===== config.mk =====
export PLATFORM = sky130hd
export DESIGN_NAME = baud_frac_search
export DESIGN_NICKNAME = d
export VERILOG_FILES = /design/src/rtl/baud_srch_pkg.sv /design/src/rtl/baud_srch_divider.sv /design/src/rtl/baud_srch_best.sv /design/src/rtl/baud_frac_search.sv
export SDC_FILE = /design/constraint.sdc
export NUM_CORES = 1
export LEC_CHECK = 0
export CAP_MARGIN = 20
export CORE_MARGIN = 2
export CORE_UTILIZATION = 35
export DETAILED_ROUTE_END_ITERATION = 6
export PLACE_DENSITY = 0.48
export SLEW_MARGIN = 20
export SYNTH_ARGS = -nofsm -noshare
export SYNTH_HDL_FRONTEND = slang
export SYNTH_SLANG_ARGS = --single-unit

===== constraint.sdc =====
create_clock -name clk_i -period 6.7 [get_ports clk_i]
set_input_delay 1.005 -clock clk_i [delete_from_list [all_inputs] [get_ports clk_i]]
set_output_delay 1.005 -clock clk_i [all_outputs]
set_load 0.005 [all_outputs]

===== src/rtl/baud_srch_pkg.sv =====
package baud_srch_pkg;

  localparam int FLD_W = 4;
  localparam logic [7:0] INT_ONLY_FRAC = 8'h10;

  typedef enum logic [2:0] {
    ST_IDLE,
    ST_PAIR,
    ST_QUOT,
    ST_RATE,
    ST_TOL,
    ST_FALL
  } srch_st_e;

  function automatic logic [7:0] pack_frac(input logic [FLD_W-1:0] mul,
                                           input logic [FLD_W-1:0] add);
    return {mul, add};
  endfunction

endpackage


===== src/rtl/baud_srch_divider.sv =====
module baud_srch_divider #(
  parameter int W = 32
) (
  input  logic         clk_i,
  input  logic         rst_ni,
  input  logic         go_i,
  input  logic [W-1:0] num_i,
  input  logic [W-1:0] den_i,
  output logic         fin_o,
  output logic [W-1:0] quo_o,
  output logic [W-1:0] rem_o
);
  localparam int CW = $clog2(W);

  logic [W-1:0]  quo_q, rem_q, den_q;
  logic [CW-1:0] cnt_q;
  logic          run_q, fin_q;

  // one restoring step: shift in the next dividend bit, try to subtract
  logic [W:0] shifted, diff;
  logic       fits;
  assign shifted = {rem_q, quo_q[W-1]};
  assign diff    = shifted - {1'b0, den_q};
  assign fits    = shifted >= {1'b0, den_q};

  always_ff @(posedge clk_i or negedge rst_ni) begin
    if (!rst_ni) begin
      quo_q <= '0;
      rem_q <= '0;
      den_q <= '0;
      cnt_q <= '0;
      run_q <= 1'b0;
      fin_q <= 1'b0;
    end else if (go_i) begin
      quo_q <= num_i;
      rem_q <= '0;
      den_q <= den_i;
      cnt_q <= CW'(W - 1);
      run_q <= 1'b1;
      fin_q <= 1'b0;
    end else if (run_q) begin
      rem_q <= fits ? diff[W-1:0] : shifted[W-1:0];
      quo_q <= {quo_q[W-2:0], fits};
      if (cnt_q == '0) begin
        run_q <= 1'b0;
        fin_q <= 1'b1;
      end else begin
        cnt_q <= cnt_q - 1'b1;
      end
    end else begin
      fin_q <= 1'b0;
    end
  end

  assign fin_o = fin_q;
  assign quo_o = quo_q;
  assign rem_o = rem_q;
endmodule


===== src/rtl/baud_srch_best.sv =====
module baud_srch_best
  import baud_srch_pkg::*;
#(
  parameter int W        = 32,
  parameter int DIV_W    = 16,
  parameter int ERR_INIT = 100000
) (
  input  logic             clk_i,
  input  logic             rst_ni,
  input  logic             clear_i,
  input  logic             offer_i,
  input  logic [W-1:0]     err_i,
  input  logic [FLD_W-1:0] mul_i,
  input  logic [FLD_W-1:0] add_i,
  input  logic [DIV_W-1:0] div_i,
  output logic             take_o,
  output logic [W-1:0]     best_err_o,
  output logic [FLD_W-1:0] best_mul_o,
  output logic [FLD_W-1:0] best_add_o,
  output logic [DIV_W-1:0] best_div_o
);
  logic [W-1:0]     err_q;
  logic [FLD_W-1:0] mul_q, add_q;
  logic [DIV_W-1:0] div_q;

  // strictly smaller error wins; ties keep the earlier pair
  assign take_o = offer_i && (err_i < err_q);

  always_ff @(posedge clk_i or negedge rst_ni) begin
    if (!rst_ni) begin
      err_q <= W'(ERR_INIT);
      mul_q <= FLD_W'(1);
      add_q <= '0;
      div_q <= '0;
    end else if (clear_i) begin
      err_q <= W'(ERR_INIT);
      mul_q <= FLD_W'(1);
      add_q <= '0;
      div_q <= '0;
    end else if (take_o) begin
      err_q <= err_i;
      mul_q <= mul_i;
      add_q <= add_i;
      div_q <= div_i;
    end
  end

  assign best_err_o = err_q;
  assign best_mul_o = mul_q;
  assign best_add_o = add_q;
  assign best_div_o = div_q;
endmodule


===== src/rtl/baud_frac_search.sv =====
module baud_frac_search
  import baud_srch_pkg::*;
#(
  parameter int CLK_W    = 32,
  parameter int DIV_W    = 16,
  parameter int MUL_MAX  = 15,
  parameter int ADD_MAX  = 15,
  parameter int ERR_INIT = 100000,
  parameter int TOL_DEN  = 30
) (
  input  logic             clk_i,
  input  logic             rst_ni,
  input  logic             start_i,
  input  logic [CLK_W-1:0] uart_clk_i,
  input  logic [CLK_W-1:0] baud_i,
  output logic             busy_o,
  output logic             done_o,
  output logic             success_o,
  output logic [7:0]       div_hi_o,
  output logic [7:0]       div_lo_o,
  output logic [7:0]       frac_o
);
  localparam int W = CLK_W;
  localparam logic [W:0]       DIV_LIM = (W+1)'(1) << DIV_W;
  localparam logic [FLD_W-1:0] M_LAST  = FLD_W'(MUL_MAX);
  localparam logic [FLD_W-1:0] A_LAST  = FLD_W'(ADD_MAX);

  // ---- arithmetic helpers ----
  function automatic logic round_bump(input logic [W-1:0] rem, input logic [W-1:0] den);
    return rem > (den >> 1);
  endfunction

  function automatic logic in_window(input logic [W:0] d);
    return (d > (W+1)'(2)) && (d < DIV_LIM);
  endfunction

  function automatic logic [W-1:0] abs_gap(input logic [W-1:0] x, input logic [W-1:0] y);
    return (x > y) ? (x - y) : (y - x);
  endfunction

  function automatic logic [W-1:0] scaled_num(input logic [FLD_W-1:0] m, input logic [W-1:0] pc);
    return W'(m) * pc;
  endfunction

  // ---- state ----
  srch_st_e         st_q;
  logic [W-1:0]     pclk_q, baud_q, temp_q;
  logic [DIV_W-1:0] cand_q;
  logic             win_q;
  logic [FLD_W-1:0] m_q, a_q;
  logic             busy_q, done_q, ok_q;
  logic [7:0]       hi_q, lo_q, frac_q;

  logic             dv_go_q;
  logic [W-1:0]     dv_num_q, dv_den_q;
  logic             dv_fin;
  logic [W-1:0]     dv_quo, dv_rem;

  // ---- named events ----
  logic             accept;
  logic             offer;
  logic             take;
  logic [W-1:0]     cand_err;
  logic             zero_hit;
  logic             last_pair;
  logic             sweep_end;
  logic [W:0]       cand_next;
  logic [FLD_W-1:0] nxt_m, nxt_a;
  logic [W-1:0]     best_err;
  logic [FLD_W-1:0] best_m, best_a;
  logic [DIV_W-1:0] best_div;

  assign accept    = start_i && (st_q == ST_IDLE);
  assign offer     = (st_q == ST_RATE) && dv_fin && win_q;
  assign cand_err  = abs_gap(dv_quo, baud_q);
  assign zero_hit  = take && (cand_err == '0);
  assign last_pair = (m_q == M_LAST) && (a_q == A_LAST);
  assign sweep_end = zero_hit || last_pair;
  assign cand_next = {1'b0, dv_quo} + (W+1)'(round_bump(dv_rem, baud_q));
  assign nxt_a     = (a_q == A_LAST) ? '0 : a_q + 1'b1;
  assign nxt_m     = (a_q == A_LAST) ? m_q + 1'b1 : m_q;

  baud_srch_divider #(.W(W)) u_div (
    .clk_i  (clk_i),
    .rst_ni (rst_ni),
    .go_i   (dv_go_q),
    .num_i  (dv_num_q),
    .den_i  (dv_den_q),
    .fin_o  (dv_fin),
    .quo_o  (dv_quo),
    .rem_o  (dv_rem)
  );

  baud_srch_best #(.W(W), .DIV_W(DIV_W), .ERR_INIT(ERR_INIT)) u_best (
    .clk_i      (clk_i),
    .rst_ni     (rst_ni),
    .clear_i    (accept),
    .offer_i    (offer),
    .err_i      (cand_err),
    .mul_i      (m_q),
    .add_i      (a_q),
    .div_i      (cand_q),
    .take_o     (take),
    .best_err_o (best_err),
    .best_mul_o (best_m),
    .best_add_o (best_a),
    .best_div_o (best_div)
  );

  always_ff @(posedge clk_i or negedge rst_ni) begin
    if (!rst_ni) begin
      st_q     <= ST_IDLE;
      pclk_q   <= '0;
      baud_q   <= '0;
      temp_q   <= '0;
      cand_q   <= '0;
      win_q    <= 1'b0;
      m_q      <= FLD_W'(1);
      a_q      <= '0;
      busy_q   <= 1'b0;
      done_q   <= 1'b0;
      ok_q     <= 1'b0;
      hi_q     <= '0;
      lo_q     <= '0;
      frac_q   <= '0;
      dv_go_q  <= 1'b0;
      dv_num_q <= '0;
      dv_den_q <= '0;
    end else begin
      dv_go_q <= 1'b0;
      unique case (st_q)
        ST_IDLE: if (accept) begin
          pclk_q <= uart_clk_i >> 4;
          baud_q <= baud_i;
          ok_q   <= 1'b0;
          m_q    <= FLD_W'(1);
          a_q    <= '0;
          if (baud_i == '0) begin
            done_q <= 1'b1;
            hi_q   <= '0;
            lo_q   <= '0;
            frac_q <= INT_ONLY_FRAC;
          end else begin
            done_q   <= 1'b0;
            busy_q   <= 1'b1;
            dv_go_q  <= 1'b1;
            dv_num_q <= scaled_num(FLD_W'(1), uart_clk_i >> 4);
            dv_den_q <= W'(1);
            st_q     <= ST_PAIR;
          end
        end
        ST_PAIR: if (dv_fin) begin
          temp_q   <= dv_quo;
          dv_go_q  <= 1'b1;
          dv_num_q <= dv_quo;
          dv_den_q <= baud_q;
          st_q     <= ST_QUOT;
        end
        ST_QUOT: if (dv_fin) begin
          cand_q   <= cand_next[DIV_W-1:0];
          win_q    <= in_window(cand_next);
          dv_go_q  <= 1'b1;
          dv_num_q <= temp_q;
          dv_den_q <= cand_next[W-1:0];
          st_q     <= ST_RATE;
        end
        ST_RATE: if (dv_fin) begin
          dv_go_q <= 1'b1;
          if (sweep_end) begin
            dv_num_q <= baud_q;
            dv_den_q <= W'(TOL_DEN);
            st_q     <= ST_TOL;
          end else begin
            m_q      <= nxt_m;
            a_q      <= nxt_a;
            dv_num_q <= scaled_num(nxt_m, pclk_q);
            dv_den_q <= W'(nxt_m) + W'(nxt_a);
            st_q     <= ST_PAIR;
          end
        end
        ST_TOL: if (dv_fin) begin
          if (best_err < dv_quo) begin
            ok_q   <= 1'b1;
            done_q <= 1'b1;
            busy_q <= 1'b0;
            hi_q   <= best_div[15:8];
            lo_q   <= best_div[7:0];
            frac_q <= pack_frac(best_m, best_a);
            st_q   <= ST_IDLE;
          end else begin
            dv_go_q  <= 1'b1;
            dv_num_q <= pclk_q;
            dv_den_q <= baud_q;
            st_q     <= ST_FALL;
          end
        end
        ST_FALL: if (dv_fin) begin
          done_q <= 1'b1;
          busy_q <= 1'b0;
          hi_q   <= dv_quo[15:8];
          lo_q   <= dv_quo[7:0];
          frac_q <= INT_ONLY_FRAC;
          st_q   <= ST_IDLE;
        end
        default: st_q <= ST_IDLE;
      endcase
    end
  end

  assign busy_o    = busy_q;
  assign done_o    = done_q;
  assign success_o = ok_q;
  assign div_hi_o  = hi_q;
  assign div_lo_o  = lo_q;
  assign frac_o    = frac_q;
endmodule


==> key figures, run 1 <==
GRT
  – Antenna violations before repair: 0
  – First-pass GRT wire length: approximately 160000 um
  – Vias in the first global route: 24.81k
  – GRT Util Overall: between 20 and 25%
  – Largest net degree at the start of global routing: 131
  – Grt ovf: 0

Worst setup path
  – Slowest Stage Delay on Critical Path: roughly 480 ps
  – Critical Path AT: 6770 ps
  – R2r setup slk: 370 ps
  – Setup crit start kind: flip-flop
  – Crit path kind: flip-flop to flip-flop
  – RR Endpoint: dv_num_q[30]
  – Register-to-Register Path Depth: 30
  – Worst flop-to-flop path startpoint: u_div.quo_o[0]
  – Data required, critical path: 7140 ps
  – Cell family with most CP delay: compound AO/OA/AOI/OAI gates
  – Worst path slowest cell: or4_1
  – Worst-path fanout max: 12
  – CP bufs+invs: 8
  – Crit end category: flip-flop

Detailed routing
  – Initial DRC count: 1747
  – Vias per cell: about 5.5
  – # DRC: 0
  – Drt wl/cell: 22.81 um
  – First-pass iteration count of the detailed router: 6
  – Final wirelength: 103600 um
  – Post-route antenna net violation count: 0
  – Detailed-route via count: 24.80k

STA
  – Slew Viols, Final: 0
  – RSZ-0062 raised after global routing: no
  – Final TNS setup: 0 ps
  – Fin. Hold Viols: 0
  – Final min period: 6329 ps
  – Slew HR: 24.73%
  – Worst clock skew: 27.18 ps
  – Fin crit share: 94.46%
  – Worst Max-Slew Pin Slew: 1127 ps
  – Final setup viols: 0
  – F_max: 158.0 MHz

Logic synthesis
  – Top post-synthesis cells by area: dfrtp_1 (32%), ha_1 (10%), nand2_1 (5.9%), o21ai_0 (5.8%), fa_1 (4.0%)
  – Synth warnings: 0
  – Async S/R FF share, synth: 100.0%
  – Post-synthesis average cell area: 8.463 um^2
  – Cell taking the most area after synthesis: dfrtp_1
  – Sequential share of the synthesized area: 33.12%
  – Library cells used by synthesis: 86
  – Yosys reg bits: ~370
  – Ys flop type: dfrtp_1
  – Number of synthesized flops with an enable pin: 0
  – Top cell type's share of synthesized area: about a third
  – Syn_nets: 3673
  – Cell area after synthesis: 28060 um^2
  – Syn Inst Count: around 3.3k

CTS
  – Clock net sink count: 371
  – Clk_lat worst skew: 610 ps
  – Setup bufs post-CTS: 0
  – CTS Buf Count: 49
  – Cts repair resizes: 0
  – Clock transition at path regs: around 60 ps
  – H-tree depth: 2
  – CTS tree: built
  – CTS root buf: clkbuf_16
  – CTS Hold Bufs: 0
  – Deepest clock path buffer count: 3

Placed design
  – DPL Wire Length: a little over 80000 um
  – GPL Wtd Cong: between 0.9 and 1
  – Port Buf Inserts: 89
  – Placement Cell Area: around 31000 um^2

Floorplan
  – Die area: 82460 um^2
  – DIE HEIGHT: 287.2 um
  – FP Rows: 103
  – Top-Level Pins: 94
  – Core Footprint: 79130 um^2
  – Effective utilization at floorplan: 35.47%
  – Die width: 287.2 um

Final layout
  – NumNets Final: 3808
  – P&R area growth vs syn: 16.43%
  – Fill count: 8044
  – Design Area, Final: 32680 um^2
  – Layout cells sized above 1: 11.15%

Worst hold path
  – Hold Path Class: input pin to asynchronous set/reset pin

Job
  – Max-Cap Viols: 0

Run status
  – Status: finished clean
==> synthesized netlist by cell type (12+ instances only) <==
cell type,count
nor2_1,182
clkbuf_1,158
o211ai_1,12
xor2_1,37
buf_4,13
a22oi_1,34
a221oi_2,18
a31oi_1,17
o21ai_0,325
a21oi_1,183
xnor2_1,87
o21bai_1,19
inv_1,270
o31ai_1,14
a211oi_1,37
nand4_1,52
and3_1,14
a221oi_1,15
and2_1,43
mux2_2,40
o21a_1,53
nand3_1,106
dfrtp_1,363
fa_1,56
ha_1,234
nor4_1,20
o22ai_1,32
a21o_1,69
nor2b_1,24
mux2i_1,62
nand2_1,444
nand2b_1,28
nor3_1,78
==> layout by cell type (no fill, tap or decap), types with 10 or more instances in the layout <==
| cell type | n |
|---|---|
| o211ai_1 | 12 |
| o31ai_1 | 13 |
| mux2i_1 | 62 |
| nand4_1 | 52 |
| fa_1 | 56 |
| a21oi_1 | 183 |
| xor2_1 | 37 |
| a21o_1 | 69 |
| o21a_1 | 53 |
| and3_1 | 14 |
| o21bai_1 | 19 |
| dfrtp_1 | 360 |
| clkinv_2 | 11 |
| inv_1 | 270 |
| ha_1 | 234 |
| clkdlybuf4s50_1 | 88 |
| nand2b_1 | 28 |
| clkbuf_16 | 50 |
| nand2_1 | 442 |
| nor3_1 | 77 |
| o21ai_1 | 10 |
| clkbuf_1 | 15 |
| and2_1 | 42 |
| nor2b_1 | 24 |
| o21ai_0 | 324 |
| xnor2_1 | 83 |
| nor4_1 | 20 |
| buf_4 | 186 |
| a221oi_1 | 15 |
| nor2_1 | 180 |
| a31oi_1 | 17 |
| mux2_2 | 40 |
| a22oi_1 | 34 |
| nand3_1 | 106 |
| a211oi_1 | 37 |
| o22ai_1 | 32 |
| a221oi_2 | 18 |
==> kinds of logic (layout without fill, tap and decap cells) <==
family          count (synthesis)  in the layout  synth area share [%]
simple gates                 1044           1044                 17.42
compound gates                914            914                 20.52
buf+inv                       471            644                 6.826
flops                         371            371                 33.12
fa+ha+maj                     290            290                 14.43
xor+xnor                      124            124                 3.870
mux                           102            102                 3.816
other cells                     0              1                     0
==> per-layer routing <==
metal  GRT usage [%]  part of all wire, %  vias up  wire length, um
met5               0                    0        -                0
met4           5.755                  2.2        0             2280
met3           3.540                  5.8      102             5986
met2           39.04                   44      649            45520
met1           36.35                   48    12178            49780
li1                -                    -    11869                -
==> area by class of cell <==
type                    instances  area [um^2]  area share (%)
multi-input cells            2474        16940           51.85
clock buffers                  69         1363           4.170
clock inverters                20        279.0          0.8539
inverters                     272         1021           3.125
well taps                    1050         1314           4.021
diodes                          1        2.502        0.007658
flip-flops and latches        371         9303           28.47
repair buffers                283         2452           7.505
==> through the flow <==
stage                     util [%]  setup slack, ps  instances  hold WS [ps]
after global routing         41.29            33.29       4539         493.1
after global placement       39.18            330.6       4449         464.3
after floorplan                  -             1317       3316         447.9
after CTS                    41.25            292.6       4538         451.2
after detailed placement     39.18            311.1       4449         468.4
final                        41.29            371.4       4540         434.8
==> sequential cells by signal, indices dropped and copies added (netlist names), 8 cells and up <==
register           count
baud_q                32
cand_q                16
div_hi_o               8
div_lo_o               8
dv_den_q              32
dv_num_q              32
frac_o                 8
pclk_q                28
temp_q                32
u_best.best_div_o     16
u_best.best_err_o     32
u_div.den_q           32
u_div.quo_o           32
u_div.rem_o           32
==> worst max path at each step <==
| stage | slack [ps] | start | to | cells after the start |
|---|---|---|---|---|
| final | 370 | u_div.quo_o[0] | dv_num_q[30] | 30 |
| after global routing | 30 | u_div.quo_o[0] | dv_num_q[30] | 30 |
| after CTS | 290 | u_div.quo_o[0] | dv_den_q[2] | 30 |
| after detailed placement | 310 | u_div.quo_o[0] | dv_den_q[2] | 30 |
| after global placement | 330 | u_div.quo_o[0] | dv_den_q[2] | 30 |
| after floorplan | 1320 | a_q[0] | dv_num_q[24] | 24 |
Power of run 1 is left out: the tool's default activity adds up to more than one toggle a clock period on the data nets, which glitch-free logic cannot reach.
==> run 2, diff against run 1 <==
--- a/config.mk
+++ b/config.mk
@@ -5,6 +5,7 @@
 export SDC_FILE = /design/constraint.sdc
 export NUM_CORES = 1
 export LEC_CHECK = 0
+export ABC_AREA = 0
 export CAP_MARGIN = 20
 export CORE_MARGIN = 2
 export CORE_UTILIZATION = 35
==> results of run 2 <==
Final layout, timing and power as in run 1 (identical DEF).
Power of run 2 is left out for the same reason.
